### src/rtl/ta_pkg.sv
package ta_pkg;
  typedef enum logic [1:0] {
    TA_IDLE  = 2'd0,
    TA_ARMED = 2'd1,
    TA_OPEN  = 2'd2
  } ta_state_e;

  typedef struct packed {
    logic arm;      // first key seen on the key register
    logic unlock;   // second key seen on the key register
    logic other;    // any other value written to the key register
    logic prot_wr;  // write aimed at the protected register
  } ta_evt_t;
endpackage

### src/rtl/ta_rst_sync.sv
module ta_rst_sync (
  input  logic clk,
  input  logic rst_n,
  output logic rst_sync_n
);
  logic [1:0] stage_q;

  always_ff @(posedge clk or negedge rst_n) begin
    if (!rst_n) begin
      stage_q <= 2'b00;
    end else begin
      stage_q <= {stage_q[0], 1'b1};
    end
  end

  assign rst_sync_n = stage_q[1];
endmodule

### src/rtl/ta_key_decode.sv
module ta_key_decode
  import ta_pkg::*;
#(
  parameter int unsigned        ADDR_W     = 8,
  parameter int unsigned        DATA_W     = 8,
  parameter logic [ADDR_W-1:0]  KEY_ADDR   = 8'hC7,
  parameter logic [ADDR_W-1:0]  PROT_ADDR  = 8'hD8,
  parameter logic [DATA_W-1:0]  KEY_FIRST  = 8'hAA,
  parameter logic [DATA_W-1:0]  KEY_SECOND = 8'h55
) (
  input  logic              wr_en,
  input  logic [ADDR_W-1:0] wr_addr,
  input  logic [DATA_W-1:0] wr_data,
  output ta_evt_t           evt
);
  logic key_hit;
  logic is_first;
  logic is_second;

  always_comb begin
    key_hit     = wr_en && (wr_addr == KEY_ADDR);
    is_first    = (wr_data == KEY_FIRST);
    is_second   = (wr_data == KEY_SECOND);
    evt.arm     = key_hit && is_first;
    evt.unlock  = key_hit && is_second;
    evt.other   = key_hit && !is_first && !is_second;
    evt.prot_wr = wr_en && (wr_addr == PROT_ADDR);
  end
endmodule

### src/rtl/ta_seq_fsm.sv
module ta_seq_fsm
  import ta_pkg::*;
#(
  parameter int unsigned ARM_MC  = 3,
  parameter int unsigned OPEN_MC = 3
) (
  input  logic    clk,
  input  logic    rst_n,
  input  logic    mc_tick,
  input  ta_evt_t evt,
  output logic    win_open
);
  localparam int unsigned MAX_MC = (ARM_MC > OPEN_MC) ? ARM_MC : OPEN_MC;
  localparam int unsigned CNT_W  = $clog2(MAX_MC + 1);
  localparam logic [CNT_W-1:0] ARM_LOAD  = CNT_W'(ARM_MC);
  localparam logic [CNT_W-1:0] OPEN_LOAD = CNT_W'(OPEN_MC);
  localparam logic [CNT_W-1:0] CNT_ONE   = CNT_W'(1);

  ta_state_e        state_q, state_d;
  logic [CNT_W-1:0] cnt_q, cnt_d;
  logic             upd_en;

  // Key writes take priority over expiry in the same clock, so a write
  // landing on the final counted tick still acts on the current state.
  always_comb begin
    state_d = state_q;
    cnt_d   = cnt_q;
    upd_en  = 1'b0;
    if (evt.arm) begin
      upd_en  = 1'b1;
      state_d = TA_ARMED;
      cnt_d   = ARM_LOAD;
    end else if (evt.unlock) begin
      upd_en = 1'b1;
      if (state_q == TA_ARMED) begin
        state_d = TA_OPEN;
        cnt_d   = OPEN_LOAD;
      end else begin
        state_d = TA_IDLE;
        cnt_d   = '0;
      end
    end else if (evt.other) begin
      upd_en  = 1'b1;
      state_d = TA_IDLE;
      cnt_d   = '0;
    end else if (mc_tick && (state_q != TA_IDLE)) begin
      upd_en = 1'b1;
      if (cnt_q <= CNT_ONE) begin
        state_d = TA_IDLE;
        cnt_d   = '0;
      end else begin
        cnt_d = cnt_q - CNT_ONE;
      end
    end
  end

  always_ff @(posedge clk or negedge rst_n) begin
    if (!rst_n) begin
      state_q <= TA_IDLE;
      cnt_q   <= '0;
    end else if (upd_en) begin
      state_q <= state_d;
      cnt_q   <= cnt_d;
    end
  end

  assign win_open = (state_q == TA_OPEN);
endmodule

### src/rtl/ta_prot_reg.sv
module ta_prot_reg #(
  parameter int unsigned        DATA_W  = 8,
  parameter logic [DATA_W-1:0]  RST_VAL = '0
) (
  input  logic              clk,
  input  logic              rst_n,
  input  logic              wr_req,
  input  logic              win_open,
  input  logic [DATA_W-1:0] wr_data,
  output logic [DATA_W-1:0] q
);
  logic              ld_en;
  logic [DATA_W-1:0] q_d;

  always_comb begin
    ld_en = wr_req && win_open;
    q_d   = wr_data;
  end

  always_ff @(posedge clk or negedge rst_n) begin
    if (!rst_n) begin
      q <= RST_VAL;
    end else if (ld_en) begin
      q <= q_d;
    end
  end
endmodule

### src/rtl/ta_guard.sv
module ta_guard
  import ta_pkg::*;
#(
  parameter int unsigned        ADDR_W     = 8,
  parameter int unsigned        DATA_W     = 8,
  parameter logic [ADDR_W-1:0]  KEY_ADDR   = 8'hC7,
  parameter logic [ADDR_W-1:0]  PROT_ADDR  = 8'hD8,
  parameter logic [DATA_W-1:0]  KEY_FIRST  = 8'hAA,
  parameter logic [DATA_W-1:0]  KEY_SECOND = 8'h55,
  parameter int unsigned        ARM_MC     = 3,
  parameter int unsigned        OPEN_MC    = 3,
  parameter logic [DATA_W-1:0]  PROT_RST   = '0
) (
  input  logic              clk,
  input  logic              rst_n,
  input  logic              mc_tick,
  input  logic              wr_en,
  input  logic [ADDR_W-1:0] wr_addr,
  input  logic [DATA_W-1:0] wr_data,
  output logic              win_open,
  output logic [DATA_W-1:0] prot_q
);
  logic    rst_sync_n;
  ta_evt_t evt;

  ta_rst_sync u_rst (
    .clk        (clk),
    .rst_n      (rst_n),
    .rst_sync_n (rst_sync_n)
  );

  ta_key_decode #(
    .ADDR_W     (ADDR_W),
    .DATA_W     (DATA_W),
    .KEY_ADDR   (KEY_ADDR),
    .PROT_ADDR  (PROT_ADDR),
    .KEY_FIRST  (KEY_FIRST),
    .KEY_SECOND (KEY_SECOND)
  ) u_dec (
    .wr_en   (wr_en),
    .wr_addr (wr_addr),
    .wr_data (wr_data),
    .evt     (evt)
  );

  ta_seq_fsm #(
    .ARM_MC  (ARM_MC),
    .OPEN_MC (OPEN_MC)
  ) u_fsm (
    .clk      (clk),
    .rst_n    (rst_sync_n),
    .mc_tick  (mc_tick),
    .evt      (evt),
    .win_open (win_open)
  );

  ta_prot_reg #(
    .DATA_W  (DATA_W),
    .RST_VAL (PROT_RST)
  ) u_prot (
    .clk      (clk),
    .rst_n    (rst_sync_n),
    .wr_req   (evt.prot_wr),
    .win_open (win_open),
    .wr_data  (wr_data),
    .q        (prot_q)
  );
endmodule

### config.mk
export PLATFORM = sky130hd
export DESIGN_NAME = ta_guard
export DESIGN_NICKNAME = d
export VERILOG_FILES = /design/src/rtl/ta_pkg.sv /design/src/rtl/ta_rst_sync.sv /design/src/rtl/ta_key_decode.sv /design/src/rtl/ta_seq_fsm.sv /design/src/rtl/ta_prot_reg.sv /design/src/rtl/ta_guard.sv
export SDC_FILE = /design/constraint.sdc
export NUM_CORES = 1
export LEC_CHECK = 0
export BUFFER_PORTS_ARGS = -buffer_cell sky130_fd_sc_hd__clkbuf_2
export CAP_MARGIN = 5
export CORE_ASPECT_RATIO = 1.2
export CORE_UTILIZATION = 40
export DETAILED_ROUTE_END_ITERATION = 7
export PLACE_DENSITY = 0.73
export SLEW_MARGIN = 20
export SYNTH_ARGS = -nofsm -noshare
export SYNTH_HDL_FRONTEND = slang
export SYNTH_SLANG_ARGS = --single-unit
### constraint.sdc
create_clock -name clk -period 0.8 [get_ports clk]
set_input_delay 0.08 -clock clk [delete_from_list [all_inputs] [get_ports clk]]
set_output_delay 0.08 -clock clk [all_outputs]
set_load 0.01 [all_outputs]
==> run_summary.xml, run 1 <==
<?xml version="1.0" encoding="UTF-8"?>
<metrics>
  <group name="run_status">
    <metric name="outcome" unit="">finished with violations</metric>
    <metric name="violated_checks" unit="">negative setup slack</metric>
  </group>
  <group name="power">
    <metric name="report.power.total" unit="uW">1340</metric>
    <metric name="cellPowerDensity" unit="mW/mm2">1380</metric>
    <metric name="vdd.ir_drop.worst" unit="V">0.00134</metric>
    <metric name="power_leakage" unit="uW">0.000504</metric>
  </group>
  <group name="clock_tree">
    <metric name="ctsLongestPathBuffers" unit="">2</metric>
    <metric name="clock_tree.root_cell" unit="">sky130_fd_sc_hd__clkbuf_4</metric>
    <metric name="tritoncts_buffer_count" unit="">3</metric>
    <metric name="tritoncts_clock_tree" unit="">yes</metric>
    <metric name="clock_latency" unit="ns">0.27</metric>
    <metric name="post_cts_setup_repair_bufs" unit="">0</metric>
    <metric name="clkTransAtPathRegs" unit="ns">0.09</metric>
    <metric name="cts_htree_levels" unit="">1</metric>
    <metric name="cts_sinks" unit="">14</metric>
  </group>
  <group name="logic_synthesis">
    <metric name="yosys_warnings" unit="">0</metric>
    <metric name="number_of_different_library_cells_in_the_post_synthesis_netlist" unit="">18</metric>
    <metric name="netlist_instances" unit="">51</metric>
    <metric name="postSynthAreaPerCell" unit="um2">12.7</metric>
    <metric name="synthesis.area" unit="um2">648</metric>
    <metric name="postSynthNetCount" unit="">71</metric>
    <metric name="flip_flop_cell_with_the_highest_count_after_synthesis" unit="">sky130_fd_sc_hd__dfrtp_1</metric>
    <metric name="synth_edf_count" unit="">0</metric>
    <metric name="synth_seq_area_share" unit="%">54.1</metric>
    <metric name="ys_seq_elements" unit="">14</metric>
    <metric name="yosys.cell_count.top_type" unit="">sky130_fd_sc_hd__dfrtp_1</metric>
    <metric name="synth_top_area_share" unit="%">54.1</metric>
    <metric name="yosys.area.top_type" unit="">sky130_fd_sc_hd__dfrtp_1</metric>
    <metric name="synth.cells.most_frequent" unit="">sky130_fd_sc_hd__dfrtp_1 (14), sky130_fd_sc_hd__mux2_2 (8), sky130_fd_sc_hd__nand2_1 (7), sky130_fd_sc_hd__o21ai_0 (7), sky130_fd_sc_hd__nor4bb_1 (2)</metric>
    <metric name="async_flop_share" unit="%">100</metric>
    <metric name="yosys-top-cells-area" unit="">sky130_fd_sc_hd__dfrtp_1 (54%), sky130_fd_sc_hd__mux2_2 (14%), sky130_fd_sc_hd__o21ai_0 (5.4%)</metric>
  </group>
  <group name="grt">
    <metric name="grt_pass1_vias" unit="">554</metric>
    <metric name="grt_util_all_layers" unit="%">17.2</metric>
    <metric name="maximum_number_of_pins_on_one_net_before_global_route_repair" unit="">13</metric>
    <metric name="grt_antenna_before_repair" unit="">0</metric>
    <metric name="grt_first_pass_wirelength" unit="mm">2.13</metric>
    <metric name="globalRoute.totalOverflow" unit="">0</metric>
  </group>
  <group name="timing">
    <metric name="min_period_over_period" unit="%">171</metric>
    <metric name="grt_setup_unrepaired" unit="">yes</metric>
    <metric name="report.final.hold_viol_count" unit="">0</metric>
    <metric name="maxSlewViolCount" unit="">0</metric>
    <metric name="crit_path_time_final" unit="ns">1.37</metric>
    <metric name="timing.fmax" unit="GHz">0.730</metric>
    <metric name="setup_ws" unit="ns">-0.570</metric>
    <metric name="final.setup_skew" unit="ns">0.00139</metric>
    <metric name="setup_viol" unit="">21</metric>
  </group>
  <group name="min_path">
    <metric name="min_path_type" unit="">input port to register</metric>
    <metric name="hp-start" unit="">wr_data[6]</metric>
  </group>
  <group name="job">
    <metric name="cap_violations" unit="">0</metric>
  </group>
  <group name="cells_and_area">
    <metric name="postLayoutCoreUtil" unit="%">65.4</metric>
    <metric name="num_antenna_cells" unit="">0</metric>
    <metric name="layout_overhead_on_the_synthesized_area" unit="%">49.6</metric>
    <metric name="fin_nets" unit="">113</metric>
    <metric name="drive_above_1_share" unit="%">60.9</metric>
  </group>
  <group name="place">
    <metric name="finalWeightedCongestion" unit="">0.704</metric>
    <metric name="placement.io_buffers" unit="">28</metric>
    <metric name="place_hpwl" unit="mm">1.03</metric>
  </group>
  <group name="routing">
    <metric name="vias_per_cell" unit="">5.05</metric>
    <metric name="dr.first_iter.drc_count" unit="">9</metric>
    <metric name="num_vias" unit="">550</metric>
    <metric name="routed_wire_length_per_instance" unit="um">12.1</metric>
    <metric name="drtAntennaViolNets" unit="">0</metric>
    <metric name="detail_route.first_pass.iterations" unit="">4</metric>
    <metric name="route.detailed.drc" unit="">0</metric>
    <metric name="totalWireLength" unit="mm">1.32</metric>
  </group>
  <group name="critical_path">
    <metric name="crit_required" unit="ns">0.96</metric>
    <metric name="crit_start" unit="">u_fsm.state_q[0]$_DFFE_PN0P_</metric>
    <metric name="timing.setup.critical_path_class" unit="">register to register</metric>
    <metric name="rr_startpoint" unit="">u_fsm.state_q[0]$_DFFE_PN0P_</metric>
    <metric name="crit_path_capture_type" unit="">register</metric>
    <metric name="cp_data_arrival_time" unit="ns">1.53</metric>
    <metric name="reg2reg_slack" unit="ns">-0.57</metric>
    <metric name="timing.critical_path.from_type" unit="">register</metric>
    <metric name="timing.critical_path.fanout_max" unit="">8</metric>
  </group>
  <group name="floorplanning">
    <metric name="top_level_i_o_count" unit="">29</metric>
    <metric name="row_count" unit="">15</metric>
    <metric name="dieWidth" unit="um">38.7</metric>
    <metric name="chipHeight" unit="um">46.1</metric>
    <metric name="area_of_the_die" unit="mm2">0.00179</metric>
    <metric name="core_area" unit="mm2">0.00148</metric>
    <metric name="floorplan.initialDensity" unit="%">43.7</metric>
  </group>
</metrics>
==> final cells by class <==
| cell class | count | area, um2 |
|---|---|---|
| Fill cell | 118 | 513 |
| Clock buffer | 4 | 36.3 |
| Timing Repair Buffer | 37 | 224 |
| Sequential cell | 14 | 350 |
| Tap cell | 17 | 21.3 |
| Multi-Input combinational cell | 37 | 338 |
==> placed cells by master (no fill, tap or decap) <==
cell	count
sky130_fd_sc_hd__nor4bb_1	2
sky130_fd_sc_hd__o21ai_2	1
sky130_fd_sc_hd__clkbuf_2	26
sky130_fd_sc_hd__nand4b_4	1
sky130_fd_sc_hd__dlygate4sd3_1	1
sky130_fd_sc_hd__conb_1	1
sky130_fd_sc_hd__o21ai_4	1
sky130_fd_sc_hd__nand4b_1	1
sky130_fd_sc_hd__nor2b_4	1
sky130_fd_sc_hd__buf_6	3
sky130_fd_sc_hd__nand2b_4	1
sky130_fd_sc_hd__and4b_1	1
sky130_fd_sc_hd__o21ai_1	3
sky130_fd_sc_hd__mux2_2	7
sky130_fd_sc_hd__nor2_1	1
sky130_fd_sc_hd__clkbuf_4	3
sky130_fd_sc_hd__clkbuf_8	1
sky130_fd_sc_hd__nor4_4	1
sky130_fd_sc_hd__buf_4	6
sky130_fd_sc_hd__o21ai_0	2
sky130_fd_sc_hd__a21oi_1	1
sky130_fd_sc_hd__nand4bb_1	1
sky130_fd_sc_hd__nor3b_1	1
sky130_fd_sc_hd__nand2_1	6
sky130_fd_sc_hd__buf_2	1
sky130_fd_sc_hd__dfrtp_1	14
sky130_fd_sc_hd__nor3_4	1
sky130_fd_sc_hd__mux2_4	1
sky130_fd_sc_hd__nand2_2	1
sky130_fd_sc_hd__nor4_1	1
==> repair_timing <==
item,CTS,global route
hold endpoints to repair,2,0
hold buffers,1,0
endpoints found under the setup margin,21,21
pin swaps,2,1
gates cloned,0,0
resized for setup,6,7
==> sequential cells by signal, indices dropped and copies added (netlist names) <==
name,count
u_fsm.cnt_q,2
u_fsm.state_q,2
u_prot.q,8
u_rst.stage_q,2
==> worst max-delay path, cell delays in order, from the launching register on <==
cell and delay [ns]:
sky130_fd_sc_hd__dfrtp_1 0.41, sky130_fd_sc_hd__nor2b_4 0.13, sky130_fd_sc_hd__nand2_2 0.06, sky130_fd_sc_hd__nor4_4 0.14
sky130_fd_sc_hd__buf_6 0.18, sky130_fd_sc_hd__mux2_2 0.34
==> layer usage <==
metal	global-route usage, %	vias to the layer above	part of all wire (%)
li1	-	269	-
met5	0	-	0
met3	2.90	0	2.3
met2	31.3	14	56
met1	19.6	267	42
met4	6.21	0	0
==> stage by stage <==
stage / instance area (um2) / hold slack [ns] / TNS (ns) / std cells / setup slack, ns
4_1_cts: 945 / 0.0498 / -6.23 / 109 / -0.565
5_1_grt: 970 / 0.0562 / -7.08 / 109 / -0.619
2_1_floorplan: 659 / -0.216 / -5.79 / 51 / -0.673
3_3_place_gp: 881 / -0.135 / -5.55 / 104 / -0.564
6_report: 970 / 0.0536 / -6.18 / 109 / -0.570
3_5_place_dp: 881 / -0.132 / -5.83 / 104 / -0.589
==> power by group <==
group          internal (uW)  leakage (uW)  switching, uW
logic                   63.8      0.000292           59.6
clock network            276     0.0000210            227
registers                712      0.000191           1.22
total                   1050      0.000504            288
==> cell families after synthesis <==
logic type,Yosys count,share of synthesized area (%)
AND/OR/NAND/NOR,20,25.3
AO/OA/AOI/OAI,8,6.18
flip-flops,14,54.1
other,1,0.579
multiplexers,8,13.9
==> final timing paths <==
| check | end | cells past startpoint |
|---|---|---|
| setup / recovery | u_prot.q[1]$_DFFE_PN0P_ | 5 |
| hold / removal | u_prot.q[6]$_DFFE_PN0P_ | 2 |
| setup reg to reg | u_prot.q[1]$_DFFE_PN0P_ | 5 |
| hold reg to reg | u_prot.q[7]$_DFFE_PN0P_ | 1 |
| max in group asynchronous | u_prot.q[6]$_DFFE_PN0P_ | 1 |
| min in group asynchronous | u_prot.q[7]$_DFFE_PN0P_ | 1 |
Power figures use the tool's default switching activity.
==> run 2: changes to the inputs <==
--- a/config.mk
+++ b/config.mk
@@ -5,12 +5,14 @@
 export SDC_FILE = /design/constraint.sdc
 export NUM_CORES = 1
 export LEC_CHECK = 0
+export ABC_AREA = 1
 export BUFFER_PORTS_ARGS = -buffer_cell sky130_fd_sc_hd__clkbuf_2
 export CAP_MARGIN = 5
 export CORE_ASPECT_RATIO = 1.2
-export CORE_UTILIZATION = 40
+export CORE_UTILIZATION = 43
 export DETAILED_ROUTE_END_ITERATION = 7
-export PLACE_DENSITY = 0.73
+export GPL_ROUTABILITY_DRIVEN = 0
+export PLACE_DENSITY = 0.75
 export SLEW_MARGIN = 20
 export SYNTH_ARGS = -nofsm -noshare
 export SYNTH_HDL_FRONTEND = slang
==> run 2 against run 1 <==
Compared with the run above: the flow still finishes with violations (negative setup slack); via count up 49%; non-clock buffer count up 9; die area is 15% higher; sequential power is essentially flat; combinational power increased by 43%; wire length increased by 51%; synthesized cell count rose by 110%; worst hold slack gained 0.041 ns; setup slack better by 0.23 ns.
==> run_summary.xml, run 2 <==
<?xml version="1.0" encoding="UTF-8"?>
<metrics>
  <group name="run_status">
    <metric name="outcome" unit="">finished with violations</metric>
    <metric name="violated_checks" unit="">negative setup slack</metric>
  </group>
  <group name="critical_path">
    <metric name="timing.critical_path.from_type" unit="">register</metric>
    <metric name="path_cells" unit="">inv_2, nor3_4, nand3_2, buf_12, nand2_2, o21ai_2</metric>
    <metric name="crit_path_capture_type" unit="">register</metric>
    <metric name="worstReg2RegEnd" unit="">u_prot.q[3]$_DFFE_PN0P_</metric>
    <metric name="crit_required" unit="ns">0.99</metric>
    <metric name="rr_worst_depth" unit="">6</metric>
    <metric name="timing.setup.critical_path_class" unit="">register to register</metric>
    <metric name="slowest_stage" unit="">sky130_fd_sc_hd__dfrtp_1</metric>
    <metric name="rr_startpoint" unit="">u_fsm.state_q[1]$_DFFE_PN0P_</metric>
    <metric name="timing.critical_path.fanout_max" unit="">16</metric>
    <metric name="reg2reg_slack" unit="ns">-0.34</metric>
    <metric name="cp_data_arrival_time" unit="ns">1.33</metric>
    <metric name="crit_buf_inv" unit="">2</metric>
    <metric name="cpLargestDelayFamily" unit="">flip-flops</metric>
    <metric name="peak_per_stage_delay_on_the_critical_path" unit="ns">0.39</metric>
  </group>
  <group name="cells_and_area">
    <metric name="seq_area" unit="um2">352</metric>
    <metric name="n_fill_cell" unit="">146</metric>
    <metric name="stdcell_area" unit="mm2">0.00114</metric>
    <metric name="mostFrequentLayoutCell" unit="">sky130_fd_sc_hd__nand2_1</metric>
    <metric name="fin_nets" unit="">175</metric>
    <metric name="drive_above_1_share" unit="%">44.4</metric>
    <metric name="multiInputGateArea" unit="um2">387</metric>
    <metric name="layout_overhead_on_the_synthesized_area" unit="%">41.8</metric>
    <metric name="largest_register_ff_count" unit="">8</metric>
    <metric name="most-common-layout-cells" unit="">sky130_fd_sc_hd__nand2_1 (34), sky130_fd_sc_hd__clkbuf_2 (25), sky130_fd_sc_hd__inv_1 (17)</metric>
    <metric name="registers.top_by_ff_count" unit="">u_prot.q</metric>
    <metric name="num_antenna_cells" unit="">0</metric>
  </group>
  <group name="logic_synthesis">
    <metric name="synth_adder_area_share" unit="%">0</metric>
    <metric name="yosys_warnings" unit="">0</metric>
    <metric name="netlist_instances" unit="">105</metric>
    <metric name="synth_simple_gate_area_share" unit="%">35.6</metric>
    <metric name="synthesis.area" unit="um2">805</metric>
    <metric name="post_synth_xor_area_fraction" unit="%">0</metric>
    <metric name="flip_flop_cell_with_the_highest_count_after_synthesis" unit="">sky130_fd_sc_hd__dfrtp_1</metric>
    <metric name="synth.cells.most_frequent" unit="">sky130_fd_sc_hd__nand2_1 (36), sky130_fd_sc_hd__inv_1 (18), sky130_fd_sc_hd__dfrtp_1 (14)</metric>
    <metric name="synth_edf_count" unit="">0</metric>
    <metric name="synth_seq_area_share" unit="%">43.5</metric>
    <metric name="compound_gate_fraction_of_synth_area" unit="%">10.6</metric>
    <metric name="synth_top_area_share" unit="%">43.5</metric>
    <metric name="yosys.area.top_type" unit="">sky130_fd_sc_hd__dfrtp_1</metric>
    <metric name="number_of_different_library_cells_in_the_post_synthesis_netlist" unit="">18</metric>
    <metric name="yosys-top-cells-area" unit="">sky130_fd_sc_hd__dfrtp_1 (44%), sky130_fd_sc_hd__nand2_1 (17%), sky130_fd_sc_hd__o21ai_2 (8.7%)</metric>
    <metric name="ys_seq_elements" unit="">14</metric>
    <metric name="yosys.cell_count.top_type" unit="">sky130_fd_sc_hd__nand2_1</metric>
    <metric name="dominant_combinational_cell_family_by_area_after_synthesis" unit="">simple AND/OR/NAND/NOR gates</metric>
    <metric name="synth.mux.area_fraction" unit="%">0</metric>
    <metric name="postSynthNetCount" unit="">125</metric>
    <metric name="async_flop_share" unit="%">100</metric>
    <metric name="postSynthAreaPerCell" unit="um2">7.66</metric>
  </group>
  <group name="power">
    <metric name="netSwitchingFraction" unit="%">25.2</metric>
    <metric name="switching_power" unit="uW">329</metric>
    <metric name="share_comb_of_total_power" unit="%">13.5</metric>
    <metric name="cellPowerDensity" unit="mW/mm2">1140</metric>
    <metric name="power_leakage" unit="uW">0.000668</metric>
    <metric name="vdd.ir_drop.worst" unit="V">0.000850</metric>
    <metric name="seq_power_share" unit="%">54.9</metric>
    <metric name="share_clk_of_total_power" unit="%">31.6</metric>
    <metric name="p_int" unit="uW">975</metric>
    <metric name="report.power.total" unit="uW">1300</metric>
  </group>
  <group name="timing">
    <metric name="setup_viol" unit="">21</metric>
    <metric name="final.setup_skew" unit="ns">0.00330</metric>
    <metric name="setup_ws" unit="ns">-0.340</metric>
    <metric name="grt_setup_unrepaired" unit="">yes</metric>
    <metric name="crit_path_time_final" unit="ns">1.14</metric>
    <metric name="finalSetupTns" unit="ns">-4.70</metric>
    <metric name="worst_hold_slack" unit="ns">0.0945</metric>
    <metric name="timing.fmax" unit="GHz">0.877</metric>
    <metric name="report.final.hold_viol_count" unit="">0</metric>
    <metric name="min_period_over_period" unit="%">143</metric>
    <metric name="maxSlewViolCount" unit="">0</metric>
  </group>
  <group name="grt">
    <metric name="grtUsageMet1" unit="%">21.2</metric>
    <metric name="grt_util_all_layers" unit="%">21.6</metric>
    <metric name="grt_busiest_layer" unit="">met2</metric>
    <metric name="maximum_number_of_pins_on_one_net_before_global_route_repair" unit="">17</metric>
    <metric name="global_route.usage.met2" unit="%">42.7</metric>
    <metric name="routing_usage_on_met3" unit="%">4.44</metric>
    <metric name="grt_pass1_vias" unit="">841</metric>
    <metric name="grt_first_pass_wirelength" unit="mm">3.33</metric>
    <metric name="grt_antenna_before_repair" unit="">0</metric>
    <metric name="globalRoute.totalOverflow" unit="">0</metric>
  </group>
  <group name="floorplanning">
    <metric name="top_level_i_o_count" unit="">29</metric>
    <metric name="row_count" unit="">16</metric>
    <metric name="area_of_the_die" unit="mm2">0.00205</metric>
    <metric name="dieWidth" unit="um">41.5</metric>
    <metric name="core_area" unit="mm2">0.00170</metric>
    <metric name="floorplan.initialDensity" unit="%">47.3</metric>
    <metric name="chipHeight" unit="um">49.4</metric>
  </group>
  <group name="clock_tree">
    <metric name="tritoncts_buffer_count" unit="">3</metric>
    <metric name="clock_tree.root_cell" unit="">sky130_fd_sc_hd__clkbuf_4</metric>
    <metric name="ctsLongestPathBuffers" unit="">2</metric>
    <metric name="clkTransAtPathRegs" unit="ns">0.08</metric>
    <metric name="tritoncts_clock_tree" unit="">yes</metric>
    <metric name="clock_latency" unit="ns">0.29</metric>
    <metric name="cts_htree_levels" unit="">1</metric>
    <metric name="cts_sinks" unit="">14</metric>
  </group>
  <group name="routing">
    <metric name="dr.first_iter.drc_count" unit="">8</metric>
    <metric name="drtAntennaViolNets" unit="">0</metric>
    <metric name="num_vias" unit="">820</metric>
    <metric name="totalWireLength" unit="mm">1.99</metric>
    <metric name="detail_route.first_pass.iterations" unit="">4</metric>
    <metric name="routed_wire_length_per_instance" unit="um">11.6</metric>
    <metric name="vias_per_cell" unit="">4.80</metric>
    <metric name="route.detailed.drc" unit="">0</metric>
  </group>
  <group name="place">
    <metric name="placed_cell_area" unit="mm2">0.00106</metric>
    <metric name="place_hpwl" unit="mm">1.45</metric>
    <metric name="placement.io_buffers" unit="">28</metric>
  </group>
  <group name="min_path">
    <metric name="min_path_type" unit="">input port to asynchronous set/reset pin</metric>
  </group>
  <group name="job">
    <metric name="cap_violations" unit="">0</metric>
  </group>
</metrics>
==> run 2: cell count changes in the layout (fill, tap and decap cells not counted), moves of 3 or more <==
cell                      change
sky130_fd_sc_hd__nand2_1     +28
sky130_fd_sc_hd__inv_1       +17
sky130_fd_sc_hd__buf_4       +10
sky130_fd_sc_hd__nor2_1      +10
sky130_fd_sc_hd__mux2_2       -7
sky130_fd_sc_hd__o21ai_2      +7
sky130_fd_sc_hd__buf_6        -3
sky130_fd_sc_hd__nand2_2      +3
sky130_fd_sc_hd__nand3_1      +3
==> run 2: cell families after synthesis <==
logic type             count (synthesis)
AND/OR/NAND/NOR                       60
flip-flops                            14
buffers and inverters                 19
other                                  1
AO/OA/AOI/OAI                         11
==> run 2: worst max-delay path by stage <==
stage                                       from                      endpoint  cells past startpoint
floorplan           u_fsm.state_q[1]$_DFFE_PN0P_       u_prot.q[2]$_DFFE_PN0P_                      6
global placement    u_fsm.state_q[0]$_DFFE_PN0P_  u_fsm.state_q[1]$_DFFE_PN0P_                      5
detailed placement  u_fsm.state_q[1]$_DFFE_PN0P_       u_prot.q[3]$_DFFE_PN0P_                      6
CTS                 u_fsm.state_q[1]$_DFFE_PN0P_       u_prot.q[3]$_DFFE_PN0P_                      6
global route        u_fsm.state_q[1]$_DFFE_PN0P_       u_prot.q[7]$_DFFE_PN0P_                      6
finish              u_fsm.state_q[1]$_DFFE_PN0P_       u_prot.q[3]$_DFFE_PN0P_                      6
==> run 2: power by group through the flow <==
stage                     Combinational [uW]  Clock [uW]  Sequential, uW
after floorplan                         52.8           0             736
after global placement                   162           0             729
after detailed placement                 170           0             729
after CTS                                176         398             715
after global routing                     199         435             716
final                                    176         412             715
==> run 2: cell type report <==
| type | count | share of cell area (%) |
|---|---|---|
| Timing Repair Buffer | 46 | 25.4 |
| Clock buffer | 3 | 1.97 |
| Multi-Input combinational cell | 72 | 33.9 |
| Tap cell | 18 | 1.97 |
| Sequential cell | 14 | 30.8 |
| Inverter | 18 | 5.92 |
==> run 2: worst reg2reg max path, cell delays in order, from the launching register on <==
cell and delay (ns):
sky130_fd_sc_hd__dfrtp_1 0.39, sky130_fd_sc_hd__inv_2 0.07, sky130_fd_sc_hd__nor3_4 0.16, sky130_fd_sc_hd__nand3_2 0.11, sky130_fd_sc_hd__buf_12 0.17, sky130_fd_sc_hd__nand2_2 0.08, sky130_fd_sc_hd__o21ai_2 0.06
==> run 2: repair_timing <==
| item | 4_1_cts | 5_1_grt |
|---|---|---|
| gates resized for setup | 2 | 6 |
| buffers inserted | 5 | 0 |
| endpoints found under the setup margin | 21 | 21 |
| hold buffers | 1 | 0 |
| pin swaps | 2 | 0 |
| hold endpoints to repair | 2 | 0 |
==> run 2: stage by stage <==
step,utilization (%),cells,setup WS [ns]
after global placement,62.2,162,-0.303
after CTS,66.6,171,-0.331
after global routing,67.1,171,-0.431
final,67.1,171,-0.340
after detailed placement,62.2,162,-0.341
after floorplan,-,105,-0.294
==> run 2: routing by layer <==
layer  wire, um  share of wire (%)  vias up
met1        736                 37      372
met2       1110                 56       26
met5          0                  0        -
li1           -                  -      416
met3         93                4.7        6
met4         46                2.3        0
==> run 3: changes to the inputs <==
--- a/config.mk
+++ b/config.mk
@@ -5,14 +5,16 @@
 export SDC_FILE = /design/constraint.sdc
 export NUM_CORES = 1
 export LEC_CHECK = 0
-export ABC_AREA = 1
+export ABC_AREA = 0
 export BUFFER_PORTS_ARGS = -buffer_cell sky130_fd_sc_hd__clkbuf_2
 export CAP_MARGIN = 5
 export CORE_ASPECT_RATIO = 1.2
-export CORE_UTILIZATION = 43
+export CORE_UTILIZATION = 40
 export DETAILED_ROUTE_END_ITERATION = 7
 export GPL_ROUTABILITY_DRIVEN = 0
-export PLACE_DENSITY = 0.75
+export MAX_ROUTING_LAYER = met4
+export PLACE_DENSITY = 0.73
+export SKIP_CTS_REPAIR_TIMING = 1
 export SLEW_MARGIN = 20
 export SYNTH_ARGS = -nofsm -noshare
 export SYNTH_HDL_FRONTEND = slang
==> run 3 against run 2 <==
Compared with the run above: the flow still finishes with violations (negative setup slack); flip-flop and latch count stayed put; critical path depth is 1 lower; sequential share of layout area is 5.3 points higher; wire length is 34% lower; cell area is 15% lower; worst hold slack worse by 0.041 ns; fmax is 17% lower; highest routed layer unchanged; clock skew is 0.0021 ns lower; critical endpoint is now u_prot.q[1]$_DFFE_PN0P_.
==> run_summary.xml, run 3 (synthesis results as in run 1) <==
<?xml version="1.0" encoding="UTF-8"?>
<metrics>
  <group name="routing">
    <metric name="vias_per_cell" unit="">5.07</metric>
    <metric name="totalWireLength" unit="mm">1.31</metric>
    <metric name="num_vias" unit="">553</metric>
    <metric name="drtAntennaViolNets" unit="">0</metric>
    <metric name="routed_wire_length_per_instance" unit="um">12.0</metric>
    <metric name="route.detailed.drc" unit="">0</metric>
    <metric name="detail_route.first_pass.iterations" unit="">5</metric>
    <metric name="dr.first_iter.drc_count" unit="">7</metric>
  </group>
  <group name="run_status">
    <metric name="outcome" unit="">finished with violations</metric>
    <metric name="violated_checks" unit="">negative setup slack</metric>
  </group>
  <group name="grt">
    <metric name="maximum_number_of_pins_on_one_net_before_global_route_repair" unit="">13</metric>
    <metric name="global_route.usage.met2" unit="%">28.7</metric>
    <metric name="grtUsageMet1" unit="%">18.9</metric>
    <metric name="grt_pass1_vias" unit="">537</metric>
    <metric name="grt_busiest_layer" unit="">met2</metric>
    <metric name="grt_antenna_before_repair" unit="">0</metric>
    <metric name="grt_util_all_layers" unit="%">16.6</metric>
    <metric name="grt_first_pass_wirelength" unit="mm">2.04</metric>
    <metric name="routing_usage_on_met3" unit="%">2.90</metric>
    <metric name="globalRoute.totalOverflow" unit="">0</metric>
  </group>
  <group name="clock_tree">
    <metric name="clock_tree.root_cell" unit="">sky130_fd_sc_hd__clkbuf_4</metric>
    <metric name="tritoncts_buffer_count" unit="">3</metric>
    <metric name="cts_sinks" unit="">14</metric>
    <metric name="cts_htree_levels" unit="">1</metric>
    <metric name="ctsLongestPathBuffers" unit="">2</metric>
    <metric name="tritoncts_clock_tree" unit="">yes</metric>
    <metric name="clkTransAtPathRegs" unit="ns">0.09</metric>
    <metric name="clock_latency" unit="ns">0.27</metric>
  </group>
  <group name="critical_path">
    <metric name="crit_required" unit="ns">0.96</metric>
    <metric name="crit_buf_inv" unit="">1</metric>
    <metric name="timing.critical_path.from_type" unit="">register</metric>
    <metric name="peak_per_stage_delay_on_the_critical_path" unit="ns">0.41</metric>
    <metric name="timing.setup.critical_path_class" unit="">register to register</metric>
    <metric name="worst_path_depth" unit="">5</metric>
    <metric name="path_cells" unit="">nor2b_4, nand2_2, nor4_4, buf_6, mux2_2</metric>
    <metric name="slowest_stage" unit="">sky130_fd_sc_hd__dfrtp_1</metric>
    <metric name="cp_data_arrival_time" unit="ns">1.53</metric>
    <metric name="crit_path_capture_type" unit="">register</metric>
    <metric name="rr_startpoint" unit="">u_fsm.state_q[0]$_DFFE_PN0P_</metric>
    <metric name="rr_worst_depth" unit="">5</metric>
    <metric name="cpLargestDelayFamily" unit="">flip-flops</metric>
    <metric name="timing.critical_path.fanout_max" unit="">8</metric>
    <metric name="crit_start" unit="">u_fsm.state_q[0]$_DFFE_PN0P_</metric>
  </group>
  <group name="cells_and_area">
    <metric name="num_antenna_cells" unit="">0</metric>
    <metric name="registers.top_by_ff_count" unit="">u_prot.q</metric>
    <metric name="fin_nets" unit="">113</metric>
    <metric name="drive_above_1_share" unit="%">60.9</metric>
    <metric name="stdcell_area" unit="um2">970</metric>
    <metric name="mostFrequentLayoutCell" unit="">sky130_fd_sc_hd__clkbuf_2</metric>
    <metric name="postLayoutCoreUtil" unit="%">65.4</metric>
    <metric name="layout_overhead_on_the_synthesized_area" unit="%">49.6</metric>
    <metric name="most-common-layout-cells" unit="">sky130_fd_sc_hd__clkbuf_2 (26), sky130_fd_sc_hd__dfrtp_1 (14), sky130_fd_sc_hd__mux2_2 (7)</metric>
    <metric name="largest_register_ff_count" unit="">8</metric>
  </group>
  <group name="place">
    <metric name="placement.io_buffers" unit="">28</metric>
    <metric name="place_hpwl" unit="mm">1.03</metric>
    <metric name="placed_cell_area" unit="um2">881</metric>
  </group>
  <group name="timing">
    <metric name="report.final.hold_viol_count" unit="">0</metric>
    <metric name="maxSlewViolCount" unit="">0</metric>
    <metric name="setup_viol" unit="">21</metric>
    <metric name="crit_path_time_final" unit="ns">1.37</metric>
    <metric name="setup_ws" unit="ns">-0.570</metric>
    <metric name="grt_setup_unrepaired" unit="">yes</metric>
    <metric name="min_period_over_period" unit="%">171</metric>
    <metric name="final.setup_skew" unit="ns">0.00118</metric>
    <metric name="worst_hold_slack" unit="ns">0.0535</metric>
    <metric name="timing.fmax" unit="GHz">0.730</metric>
  </group>
  <group name="power">
    <metric name="report.power.total" unit="uW">1340</metric>
    <metric name="cellPowerDensity" unit="mW/mm2">1380</metric>
    <metric name="power_leakage" unit="uW">0.000504</metric>
    <metric name="vdd.ir_drop.worst" unit="V">0.00134</metric>
  </group>
  <group name="floorplanning">
    <metric name="top_level_i_o_count" unit="">29</metric>
    <metric name="area_of_the_die" unit="mm2">0.00179</metric>
    <metric name="chipHeight" unit="um">46.1</metric>
    <metric name="row_count" unit="">15</metric>
    <metric name="floorplan.initialDensity" unit="%">43.7</metric>
    <metric name="core_area" unit="mm2">0.00148</metric>
    <metric name="dieWidth" unit="um">38.7</metric>
  </group>
  <group name="job">
    <metric name="cap_violations" unit="">0</metric>
  </group>
  <group name="min_path">
    <metric name="hold-path-cell-count" unit="">2</metric>
    <metric name="min_path_type" unit="">input port to register</metric>
    <metric name="hp-start" unit="">wr_data[6]</metric>
  </group>
</metrics>
[run 3: worst paths after layout]
check                                           to  slack, ns
min reg2reg                u_prot.q[1]$_DFFE_PN0P_       0.16
min in group asynchronous  u_prot.q[1]$_DFFE_PN0P_       0.16
max                        u_prot.q[1]$_DFFE_PN0P_      -0.57
min                        u_prot.q[6]$_DFFE_PN0P_       0.05
max in group asynchronous  u_prot.q[6]$_DFFE_PN0P_       0.49
max reg2reg                u_prot.q[1]$_DFFE_PN0P_      -0.57
[run 3: cell type report]
| type | count | area [um2] |
|---|---|---|
| well taps | 17 | 21.3 |
| clock buffers | 4 | 36.3 |
| flip-flops and latches | 14 | 350 |
| repair buffers | 37 | 224 |
| fillers | 118 | 513 |
| multi-input cells | 37 | 338 |
[run 3: metrics by stage]
stage / std cells / setup WS, ns / TNS (ns)
floorplan: 51 / -0.673 / -5.79
global placement: 104 / -0.564 / -5.55
detailed placement: 104 / -0.589 / -5.83
CTS: 108 / -0.599 / -6.67
global route: 109 / -0.619 / -7.08
finish: 109 / -0.570 / -6.17
[run 3: worst register-to-register path, stage by stage, from the launching register on]
cell,delay [ns]
sky130_fd_sc_hd__dfrtp_1,0.41
sky130_fd_sc_hd__nor2b_4,0.13
sky130_fd_sc_hd__nand2_2,0.06
sky130_fd_sc_hd__nor4_4,0.14
sky130_fd_sc_hd__buf_6,0.18
sky130_fd_sc_hd__mux2_2,0.34
[run 3: power by group]
| group | leakage (uW) | internal, uW | switching, uW |
|---|---|---|---|
| clock network | 0.0000210 | 276 | 227 |
| registers | 0.000191 | 712 | 1.22 |
| logic | 0.000292 | 63.8 | 59.5 |
[run 3: layer usage]
layer  wire (um)  vias up  share of wire [%]
met4           4        0               0.31
met1         554      268                 42
li1            -      269                  -
met2         721       14                 55
met3          30        2                2.3
met5           0        -                  0
